--- config.mk ---
export PLATFORM = sky130hd
export DESIGN_NAME = smb_host_regs
export DESIGN_NICKNAME = d
export VERILOG_FILES = /design/src/rtl/smb_regs_pkg.sv /design/src/rtl/smb_fifo.sv /design/src/rtl/smb_status.sv /design/src/rtl/smb_host_regs.sv
export SDC_FILE = /design/constraint.sdc
export NUM_CORES = 1
export LEC_CHECK = 0
export ABC_AREA = 1
export BUFFER_PORTS_ARGS = -buffer_cell sky130_fd_sc_hd__buf_4
export CORE_MARGIN = 2
export CORE_UTILIZATION = 54
export CTS_CLUSTER_SIZE = 40
export DETAILED_ROUTE_END_ITERATION = 10
export HOLD_SLACK_MARGIN = 0.08
export PLACE_DENSITY_LB_ADDON = 0.2
export SYNTH_ARGS = -nofsm -noshare
export SYNTH_HDL_FRONTEND = slang
export SYNTH_HIERARCHICAL = 1
export SYNTH_SLANG_ARGS = --single-unit
--- constraint.sdc ---
create_clock -name clk -period 2 [get_ports clk]
set_input_delay 0.2 -clock clk [delete_from_list [all_inputs] [get_ports clk]]
set_output_delay 0.2 -clock clk [all_outputs]
set_load 0.01 [all_outputs]
--- src/rtl/smb_regs_pkg.sv ---
package smb_regs_pkg;
    localparam int unsigned REG_AW = 5;
    localparam logic [REG_AW-1:0] OFS_TXCMD = 5'h00;
    localparam logic [REG_AW-1:0] OFS_RXDAT = 5'h04;
    localparam logic [REG_AW-1:0] OFS_STAT  = 5'h14;
    localparam logic [REG_AW-1:0] OFS_CTRL  = 5'h1C;

    localparam int unsigned CMD_W  = 11;
    localparam int unsigned BYTE_W = 8;

    localparam int unsigned ST_DONE_BIT  = 27;
    localparam int unsigned ST_NACK_BIT  = 21;
    localparam int unsigned ST_OVF_BIT   = 0;
    localparam int unsigned CTL_TXRST_BIT = 9;
    localparam int unsigned CTL_RXRST_BIT = 10;
    localparam int unsigned RX_EMPTY_BIT  = 8;

    typedef struct packed {
        logic done;
        logic nack;
        logic ovf;
    } stat_t;

    typedef struct packed {
        logic [BYTE_W-1:0] div;
        logic              tx_strobe;
        logic              rx_strobe;
    } ctl_t;
endpackage

--- src/rtl/smb_fifo.sv ---
module smb_fifo #(
    parameter int unsigned W     = 8,
    parameter int unsigned DEPTH = 16
) (
    input  logic                         clk,
    input  logic                         rst_n,
    input  logic                         flush,
    input  logic                         push,
    input  logic                         pop,
    input  logic [W-1:0]                 din,
    output logic [W-1:0]                 dout,
    output logic                         empty,
    output logic                         full,
    output logic [$clog2(DEPTH+1)-1:0]   count
);
    localparam int unsigned AW = (DEPTH > 1) ? $clog2(DEPTH) : 1;
    localparam int unsigned CW = $clog2(DEPTH+1);

    typedef struct packed {
        logic [AW-1:0] wr;
        logic [AW-1:0] rd;
        logic [CW-1:0] cnt;
    } ptr_t;

    ptr_t ptr_d, ptr_q;
    logic [W-1:0] mem_q [DEPTH];
    logic do_push, do_pop;

    function automatic logic [AW-1:0] bump(input logic [AW-1:0] p);
        return (p == AW'(DEPTH-1)) ? '0 : p + 1'b1;
    endfunction

    assign empty   = (ptr_q.cnt == '0);
    assign full    = (ptr_q.cnt == CW'(DEPTH));
    assign count   = ptr_q.cnt;
    assign dout    = mem_q[ptr_q.rd];
    assign do_push = push && !full && !flush;
    assign do_pop  = pop && !empty && !flush;

    always_comb begin
        ptr_d = ptr_q;
        if (flush) begin
            ptr_d = '0;
        end else begin
            if (do_push) ptr_d.wr = bump(ptr_q.wr);
            if (do_pop)  ptr_d.rd = bump(ptr_q.rd);
            case ({do_push, do_pop})
                2'b10:   ptr_d.cnt = ptr_q.cnt + 1'b1;
                2'b01:   ptr_d.cnt = ptr_q.cnt - 1'b1;
                default: ptr_d.cnt = ptr_q.cnt;
            endcase
        end
    end

    always_ff @(posedge clk or negedge rst_n) begin
        if (!rst_n) ptr_q <= '0;
        else        ptr_q <= ptr_d;
    end

    always_ff @(posedge clk) begin
        if (do_push) mem_q[ptr_q.wr] <= din;
    end
endmodule

--- src/rtl/smb_status.sv ---
module smb_status
    import smb_regs_pkg::*;
(
    input  logic  clk,
    input  logic  rst_n,
    input  logic  set_done,
    input  logic  set_nack,
    input  logic  set_ovf,
    input  logic  clr_en,
    input  stat_t clr_mask,
    output stat_t stat
);
    stat_t stat_d, stat_q;

    always_comb begin
        stat_d      = stat_q;
        stat_d.done = set_done | (stat_q.done & ~(clr_en & clr_mask.done));
        stat_d.nack = set_nack | (stat_q.nack & ~(clr_en & clr_mask.nack));
        stat_d.ovf  = set_ovf  | (stat_q.ovf  & ~(clr_en & clr_mask.ovf));
    end

    always_ff @(posedge clk or negedge rst_n) begin
        if (!rst_n) stat_q <= '0;
        else        stat_q <= stat_d;
    end

    assign stat = stat_q;
endmodule

--- src/rtl/smb_host_regs.sv ---
module smb_host_regs
    import smb_regs_pkg::*;
#(
    parameter int unsigned DEPTH     = 16,
    parameter int unsigned DIV_RESET = 84
) (
    input  logic              clk,
    input  logic              rst_n,
    input  logic              bus_sel,
    input  logic              bus_wr,
    input  logic [4:0]        bus_addr,
    input  logic [31:0]       bus_wdata,
    output logic [31:0]       bus_rdata,
    output logic              eng_cmd_valid,
    output logic [10:0]       eng_cmd_data,
    input  logic              eng_cmd_pop,
    input  logic              eng_rx_push,
    input  logic [7:0]        eng_rx_data,
    input  logic              eng_done,
    input  logic              eng_nack,
    output logic [7:0]        eng_clk_div,
    output logic              eng_tx_rst,
    output logic              eng_rx_rst
);
    localparam int unsigned CW = $clog2(DEPTH+1);

    ctl_t ctl_d, ctl_q;
    stat_t stat_q;
    stat_t stat_clr_mask;

    logic wr_txcmd, wr_stat, wr_ctrl, rd_rxdat;
    logic tx_flush, rx_flush, tx_ovf_evt;
    logic tx_empty, tx_full, rx_empty, rx_full;
    logic [CW-1:0] tx_count, rx_count;
    logic [BYTE_W-1:0] rx_dout;
    logic unused_wbits;

    assign wr_txcmd = bus_sel &&  bus_wr && (bus_addr == OFS_TXCMD);
    assign wr_stat  = bus_sel &&  bus_wr && (bus_addr == OFS_STAT);
    assign wr_ctrl  = bus_sel &&  bus_wr && (bus_addr == OFS_CTRL);
    assign rd_rxdat = bus_sel && !bus_wr && (bus_addr == OFS_RXDAT);

    assign tx_flush   = wr_ctrl && bus_wdata[CTL_TXRST_BIT];
    assign rx_flush   = wr_ctrl && bus_wdata[CTL_RXRST_BIT];
    assign tx_ovf_evt = wr_txcmd && tx_full;

    assign stat_clr_mask.done = bus_wdata[ST_DONE_BIT];
    assign stat_clr_mask.nack = bus_wdata[ST_NACK_BIT];
    assign stat_clr_mask.ovf  = bus_wdata[ST_OVF_BIT];
    assign unused_wbits = ^{bus_wdata[31:28], bus_wdata[26:22], bus_wdata[20:11],
                            rx_full, tx_count, rx_count};

    smb_fifo #(.W(CMD_W), .DEPTH(DEPTH)) u_tx_fifo (
        .clk   (clk),
        .rst_n (rst_n),
        .flush (tx_flush),
        .push  (wr_txcmd),
        .pop   (eng_cmd_pop),
        .din   (bus_wdata[CMD_W-1:0]),
        .dout  (eng_cmd_data),
        .empty (tx_empty),
        .full  (tx_full),
        .count (tx_count)
    );

    smb_fifo #(.W(BYTE_W), .DEPTH(DEPTH)) u_rx_fifo (
        .clk   (clk),
        .rst_n (rst_n),
        .flush (rx_flush),
        .push  (eng_rx_push),
        .pop   (rd_rxdat),
        .din   (eng_rx_data),
        .dout  (rx_dout),
        .empty (rx_empty),
        .full  (rx_full),
        .count (rx_count)
    );

    smb_status u_status (
        .clk      (clk),
        .rst_n    (rst_n),
        .set_done (eng_done),
        .set_nack (eng_nack),
        .set_ovf  (tx_ovf_evt),
        .clr_en   (wr_stat),
        .clr_mask (stat_clr_mask),
        .stat     (stat_q)
    );

    always_comb begin
        ctl_d           = ctl_q;
        ctl_d.tx_strobe = tx_flush;
        ctl_d.rx_strobe = rx_flush;
        if (wr_ctrl) ctl_d.div = bus_wdata[BYTE_W-1:0];
    end

    always_ff @(posedge clk or negedge rst_n) begin
        if (!rst_n) begin
            ctl_q.div       <= BYTE_W'(DIV_RESET);
            ctl_q.tx_strobe <= 1'b0;
            ctl_q.rx_strobe <= 1'b0;
        end else begin
            ctl_q <= ctl_d;
        end
    end

    always_comb begin
        bus_rdata = '0;
        if (bus_sel && !bus_wr) begin
            case (bus_addr)
                OFS_RXDAT: begin
                    if (rx_empty) bus_rdata[RX_EMPTY_BIT] = 1'b1;
                    else          bus_rdata[BYTE_W-1:0]   = rx_dout;
                end
                OFS_STAT: begin
                    bus_rdata[ST_DONE_BIT] = stat_q.done;
                    bus_rdata[ST_NACK_BIT] = stat_q.nack;
                    bus_rdata[ST_OVF_BIT]  = stat_q.ovf;
                end
                OFS_CTRL: bus_rdata[BYTE_W-1:0] = ctl_q.div;
                default:  bus_rdata = '0;
            endcase
        end
    end

    assign eng_cmd_valid = !tx_empty;
    assign eng_clk_div   = ctl_q.div;
    assign eng_tx_rst    = ctl_q.tx_strobe;
    assign eng_rx_rst    = ctl_q.rx_strobe;
endmodule

==> reports/qor.yml, run 1 <==
ir_drop_v: 0.000916
tritoncts: "yes"
postPlaceCellArea_um2: 16400
slew_viol_final: 0
io_buffers: 66
required_ns: 1.80
fin_skew_ns: 0.0244
period_share: 1.31
drc: 0
maxCapViolCount: 0
cts-root-buf: "clkbuf_16"
crit_type: "reg -> out"
clock_sinks: 343
die_area_um2: 28800
die_h_um: 170
drive_above_1_share: 0.272
yosys_warnings: 6
utilization: 0.700
avgSynthCellArea_um2: 11.7
n_antenna_cell: 0
wire_per_inst_um: 20.5
io_pins: 107
grt_pass1_wl_um: 56500
area_delta_synth_final_pct: 27.1
gp_congestion: 0.898
syn_inst: 1265
grt.total_usage: 0.259
hp-class: "in -> reg"
startpoint_type: "register"
drt_iter0_markers: 973
detail-route-antenna-nets: 0
vias: 10600
worst_pin_slew_ns: 0.843
num-nets-final: 1567
core_um2: 27000
clk_latency_ns: 0.53
vias_per_cell: 5.71
setup_violations: 19
critPathArrivalTime_ns: 2.41
grt_max_degree: 40
totalWireLength_um: 38200
dp_hpwl_um: 22600
grt-ovfl-total: 0
p_leak_nw: 7.20
regToRegSetupSlack_ns: 0.05
violations: "setup timing"
pre_cts_ws_ns: -0.0823
timing.final.ws_setup_ns: -0.610
min_period_ns: 2.61
finalHoldViolations: 0
cts.reportedPaths.clkPinSlew_ns: 0.06
status: "finished with violations"
timing.fmax_mhz: 383
cp_max_fo: 6
rsz0062_at_grt: "yes"
die_w_um: 170
relSlewSlack: 0.436
final_area_um2: 18900
rows: 60
fillCellCount: 1850
initial_core_util: 0.551
grt_pass1_vias: 10300
cts_buffers: 36
synth_area_um2: 14800
drt_pass1_iterations: 6
htree_levels: 2
end_kind: "primary output"
antenna_found_initial: 0
clk_path_buf_depth: 3
power.density_nw_per_um2: 1330
-- cell usage in the layout, fill, tap and decap left out, types with 5 or more instances in the layout --
cell and n:
clkbuf_16 39, nand3_2 9, a21oi_2 15, o21ai_2 26, nor2_4 11, dfrtp_1 32
o21ai_0 60, nand3_1 85, buf_8 6, nand2_4 12, o211ai_1 38, inv_4 5
o22ai_1 6, inv_2 17, buf_4 170, buf_16 9, nor2_1 163, edfxtp_1 304
conb_1 21, inv_1 42, buf_12 15, dlygate4sd3_1 22, buf_6 23, nand2_2 13
a21oi_1 11, clkbuf_1 12, nor2_2 7, o21ai_1 44, ha_1 12, xnor2_1 5
nand4_1 22, nand2_1 203, o221ai_1 14
-- path summary, 6_finish.rpt --
path	from	to	cells after the start
min in group asynchronous	rst_n	u_rx_fifo/ptr_q[5]$_DFFE_PN0P_	2
max	u_rx_fifo/ptr_q[5]$_DFFE_PN0P_	bus_rdata[1]	12
max reg2reg	u_tx_fifo/count[1]$_DFFE_PN0P_	u_tx_fifo/count[4]$_DFFE_PN0P_	14
min reg2reg	eng_clk_div[4]$_DFFE_PN1P_	eng_clk_div[4]$_DFFE_PN1P_	2
min	eng_rx_push	u_rx_fifo/ptr_q[11]$_DFFE_PN0P_	5
max in group asynchronous	rst_n	u_tx_fifo/ptr_q[5]$_DFFE_PN0P_	2
-- worst max-delay path, stage by stage, from the launching register on --
cell and delay, ns:
dfrtp_2 0.45, inv_4 0.11, buf_12 0.11, clkbuf_16 0.13
o21ai_1 0.05, o221ai_1 0.20, nand3_1 0.15, nand2_2 0.15
inv_2 0.04, nor2_1 0.09, nand2_1 0.08, a21oi_2 0.16
buf_4 0.14
-- state kept, by name, indices dropped and copies added, names as in the netlist --
name,count
eng_clk_div,8
eng_rx_rst,1
eng_tx_rst,1
u_rx_fifo/count,5
u_rx_fifo/mem_q,128
u_rx_fifo/ptr_q,8
u_status/stat,3
u_tx_fifo/count,5
u_tx_fifo/mem_q,176
u_tx_fifo/ptr_q,8
-- area by class of cell --
cell class              instances  area [um2]  area share
inverters                      66         293      0.0155
repair inverters                2        17.5    0.000929
flip-flops and latches        343       10100       0.536
clock inverters                11         115     0.00610
clock buffers                  51         987      0.0523
multi-input cells             798        4400       0.233
repair buffers                249        2500       0.133
well taps                     341         427      0.0226
-- power by group --
part           internal (W)  switching (W)
sequential          0.00831       0.000368
combinational       0.00441        0.00557
clock               0.00370        0.00264
total                0.0164        0.00858
-- stage by stage --
step	hold slack, ns	power (W)	std cells	TNS, ns
floorplan	-0.0956	0.0133	1285	0
global placement	0.222	0.0158	1727	-1.24
detailed placement	0.219	0.0159	1727	-1.81
CTS	0.0931	0.0241	1841	-7.31
global route	0.125	0.0261	1861	-9.34
finish	0.104	0.0250	1861	-7.72
-- metal layers --
metal	vias up	GRT usage	wire, um
met3	114	0.0361	2310
met1	5198	0.328	14900
met5	-	0	0
li1	4911	-	-
met4	0	0.117	1770
met2	401	0.445	19200
-- what timing repair did --
action | in CTS | in global routing
endpoints found under the setup margin | 21 | 24
setup buffers | 18 | 16
endpoints found under the hold margin | 318 | 0
gates cloned | 12 | 4
gates resized for setup | 104 | 57
pin swaps | 50 | 56
hold buffers | 22 | 0
Power figures use the tool's default switching activity.
==> run 2, diff against run 1 <==
--- a/config.mk
+++ b/config.mk
@@ -5,11 +5,10 @@
 export SDC_FILE = /design/constraint.sdc
 export NUM_CORES = 1
 export LEC_CHECK = 0
-export ABC_AREA = 1
 export BUFFER_PORTS_ARGS = -buffer_cell sky130_fd_sc_hd__buf_4
 export CORE_MARGIN = 2
 export CORE_UTILIZATION = 54
-export CTS_CLUSTER_SIZE = 40
+export CTS_CLUSTER_DIAMETER = 80
 export DETAILED_ROUTE_END_ITERATION = 10
 export HOLD_SLACK_MARGIN = 0.08
 export PLACE_DENSITY_LB_ADDON = 0.2
==> run 2 against run 1 <==
Effect of this change:
- the flow still finishes with violations (setup timing)
- via count shrank 20%
- count of clock-buffer cells in the layout shrank 7
- sequential share of layout area shrank 0.26 points
- critical path type unchanged
- critical endpoint is now bus_rdata[6]
- largest cell class unchanged
==> reports/qor.yml, run 2 <==
antenna_found_initial: 0  # unchanged
maxCapViolCount: 0  # unchanged
wire_per_inst_um: 24.1  # was 20.5 um
cts.reportedPaths.clkPinSlew_ns: 0.06  # about the same
fin_setup_tns_ns: -15.32  # was -7.72 ns
end_kind: "primary output"  # unchanged
grt_pass1_wl_um: 51700  # was 56500 um
grt_pass1_vias: 8816  # was 10300
ir_drop_v: 0.000834  # was 0.000916 V
cts-root-buf: "clkbuf_16"  # unchanged
slew_viol_final: 0  # unchanged
period_share: 1.42  # was 1.31
n_antenna_cell: 0  # unchanged
setup_violations: 29  # was 19
path_delay_family: "multiplexers"  # was buffers and inverters
final_common_cell: "edfxtp_1"  # unchanged
clock_power_share: 0.287  # was 0.253
crit_type: "reg -> out"  # unchanged
die_h_um: 169  # was 170 um
fin_skew_ns: 0.0137  # was 0.0244 ns
status: "finished with violations"  # unchanged
power.density_nw_per_um2: 1240  # was 1330 nW/um2
path_buf_inv: 3  # was 5
largestRegisters: "u_tx_fifo/mem_q x176, u_rx_fifo/mem_q x128"  # unchanged
drive_above_1_share: 0.414  # was 0.272
finalHoldViolations: 0  # unchanged
layout_common_cells: "edfxtp_1, buf_4, mux4_2"  # was edfxtp_1, nand2_1, buf_4
min_period_ns: 2.83  # was 2.61 ns
power_frac_comb: 0.342  # was 0.399
cpMostUsedCell: "mux4_2"
area_delta_synth_final_pct: 29.2  # was 27.1%
syn_inst: 834  # was 1265
yosys_warnings: 6  # unchanged
p_int_w: 0.0165  # was 0.0164 W
critPathMaxStageDelay_ns: 0.53  # was 0.45 ns
die_area_um2: 28500  # was 28800 um2
rsz0062_at_grt: "yes"  # unchanged
initial_core_util: 0.547  # was 0.551
seqPwrFrac: 0.372  # was 0.347
p_leak_nw: 6.70  # was 7.20 nW
switching_share: 0.300  # was 0.343
holdWs_ns: 0.128  # was 0.104 ns
timing.final.ws_setup_ns: -0.830  # was -0.610 ns
clk_path_buf_depth: 3  # unchanged
clock_sinks: 343  # unchanged
power_w: 0.0235  # was 0.0250 W
largest_register: "u_tx_fifo/mem_q"  # unchanged
io_pins: 107  # unchanged
relSlewSlack: 0.475  # was 0.436
timing.fmax_mhz: 353  # was 383 MHz
totalWireLength_um: 34200  # was 38200 um
grt.total_usage: 0.240  # was 0.259
critical_path.cell_chain: "buf_12 > buf_8 > mux4_2 > mux4_2 > a22oi_2 > nor2_1 > buf_4"  # was inv_4 > buf_12 > clkbuf_16 > o21ai_1 > o221ai_1 > nand3_1 > nand2_2 > inv_2 > nor2_1 > nand2_1 > a21oi_2 > buf_4
rows: 60  # unchanged
violations: "setup timing"  # unchanged
vias: 8484  # was 10600
postPlaceCellArea_um2: 16400  # about the same
largest_reg_flops: 176  # unchanged
die_w_um: 169  # was 170 um
worst_pin_slew_ns: 0.781  # was 0.843 ns
critPathArrivalTime_ns: 2.63  # was 2.41 ns
drt_iter0_markers: 821  # was 973
startpoint_type: "register"  # unchanged
required_ns: 1.80  # about the same
core_um2: 26800  # was 27000 um2
p_sw_w: 0.00705  # was 0.00858 W
grt_max_degree: 40  # unchanged
dp_hpwl_um: 21000  # was 22600 um
crit_path_top_delay_cell: "mux4_2"  # was dfrtp_2
synth_area_um2: 14700  # was 14800 um2
gp_congestion: 0.836  # was 0.898
final_area_um2: 18900  # about the same
avgSynthCellArea_um2: 17.6  # was 11.7 um2
hp-class: "in -> reg"  # unchanged
tritoncts: "yes"  # unchanged
cp_max_fo: 7  # was 6
vias_per_cell: 5.97  # was 5.71
drt_pass1_iterations: 5  # was 6
num-nets-final: 1124  # was 1567
htree_levels: 2  # unchanged
drc: 0  # unchanged
grt-ovfl-total: 0  # unchanged
cts_buffers: 36  # unchanged
clk_latency_ns: 0.53  # about the same
detail-route-antenna-nets: 0  # unchanged
io_buffers: 66  # unchanged
utilization: 0.707  # was 0.700
[run 2: cell types whose count changed in the layout (fill, tap and decap cells not counted), moves of 19 or more]
cell / change
a221oi_2: +20
buf_4: -32
inv_1: -26
mux2i_1: +48
mux4_2: +61
nand2_1: -179
nand3_1: -78
nand4_1: -19
nor2_1: -126
o211ai_1: -31
o21ai_0: -51
o21ai_1: -38
o21ai_2: -26
[run 2: routing by layer]
layer	vias to the layer above	GRT usage	routed length, um
met5	-	0	0
met2	302	0.421	17900
met3	44	0.0433	1890
met4	0	0.0502	582
met1	4407	0.319	13900
li1	3731	-	-
[run 2: cell type report]
class	count	area (um2)
clock buffers	44	961
clock inverters	22	248
fillers	1609	7850
inverters	17	63.8
multi-input cells	428	4740
flip-flops and latches	343	10100
well taps	341	427
repair buffers	227	2390
[run 2: final timing paths]
| check | start | to | slack (ns) | depth (start not counted) |
|---|---|---|---|---|
| worst min-delay path | bus_wdata[10] | u_tx_fifo/mem_q[13][10]$_DFFE_PP_ | 0.13 | 2 |
| worst max-delay path | u_rx_fifo/ptr_q[5]$_DFFE_PN0P_ | bus_rdata[6] | -0.83 | 7 |
| min in group asynchronous | rst_n | u_rx_fifo/count[1]$_DFFE_PN0P_ | 0.19 | 2 |
| worst min register to register | u_status/stat[0]$_DFF_PN0_ | u_status/stat[0]$_DFF_PN0_ | 0.49 | 1 |
| max in group asynchronous | rst_n | u_tx_fifo/ptr_q[5]$_DFFE_PN0P_ | 1.36 | 2 |
| worst max register to register | u_rx_fifo/count[1]$_DFFE_PN0P_ | u_rx_fifo/count[3]$_DFFE_PN0P_ | -0.50 | 10 |
[run 2: metrics by stage]
| stage | instances | worst slack [ns] |
|---|---|---|
| global placement | 1294 | -0.468 |
| detailed placement | 1294 | -0.548 |
| CTS | 1404 | -0.830 |
| global route | 1422 | -0.903 |
| floorplan | 854 | -0.491 |
| finish | 1422 | -0.830 |
[run 2: timing repair]
item / 4_1_cts / 5_1_grt
endpoints found under the hold margin: 328 / 0
endpoints found under the setup margin: 61 / 91
hold buffers: 26 / 0
cloned: 6 / 1
gates resized for setup: 86 / 39
buffers inserted: 12 / 18
pin swaps: 41 / 23
[run 2: worst reg2reg max path, stage by stage (launching register included)]
cell and delay (ns):
dfrtp_1 0.41, buf_6 0.14, nor4_4 0.29, buf_4 0.17, a21oi_4 0.06, nor3_4 0.27
ha_1 0.30, a21o_1 0.21, and3_1 0.16, a2111o_1 0.28, mux2i_1 0.12
[run 2: power groups by stage]
stage	combinational [W]	sequential [W]	clock [W]
3_5_place_dp	0.00604	0.00880	0
3_3_place_gp	0.00584	0.00875	0
5_1_grt	0.00852	0.00878	0.00714
6_report	0.00803	0.00874	0.00674
2_1_floorplan	0.00394	0.00867	0
4_1_cts	0.00761	0.00872	0.00685
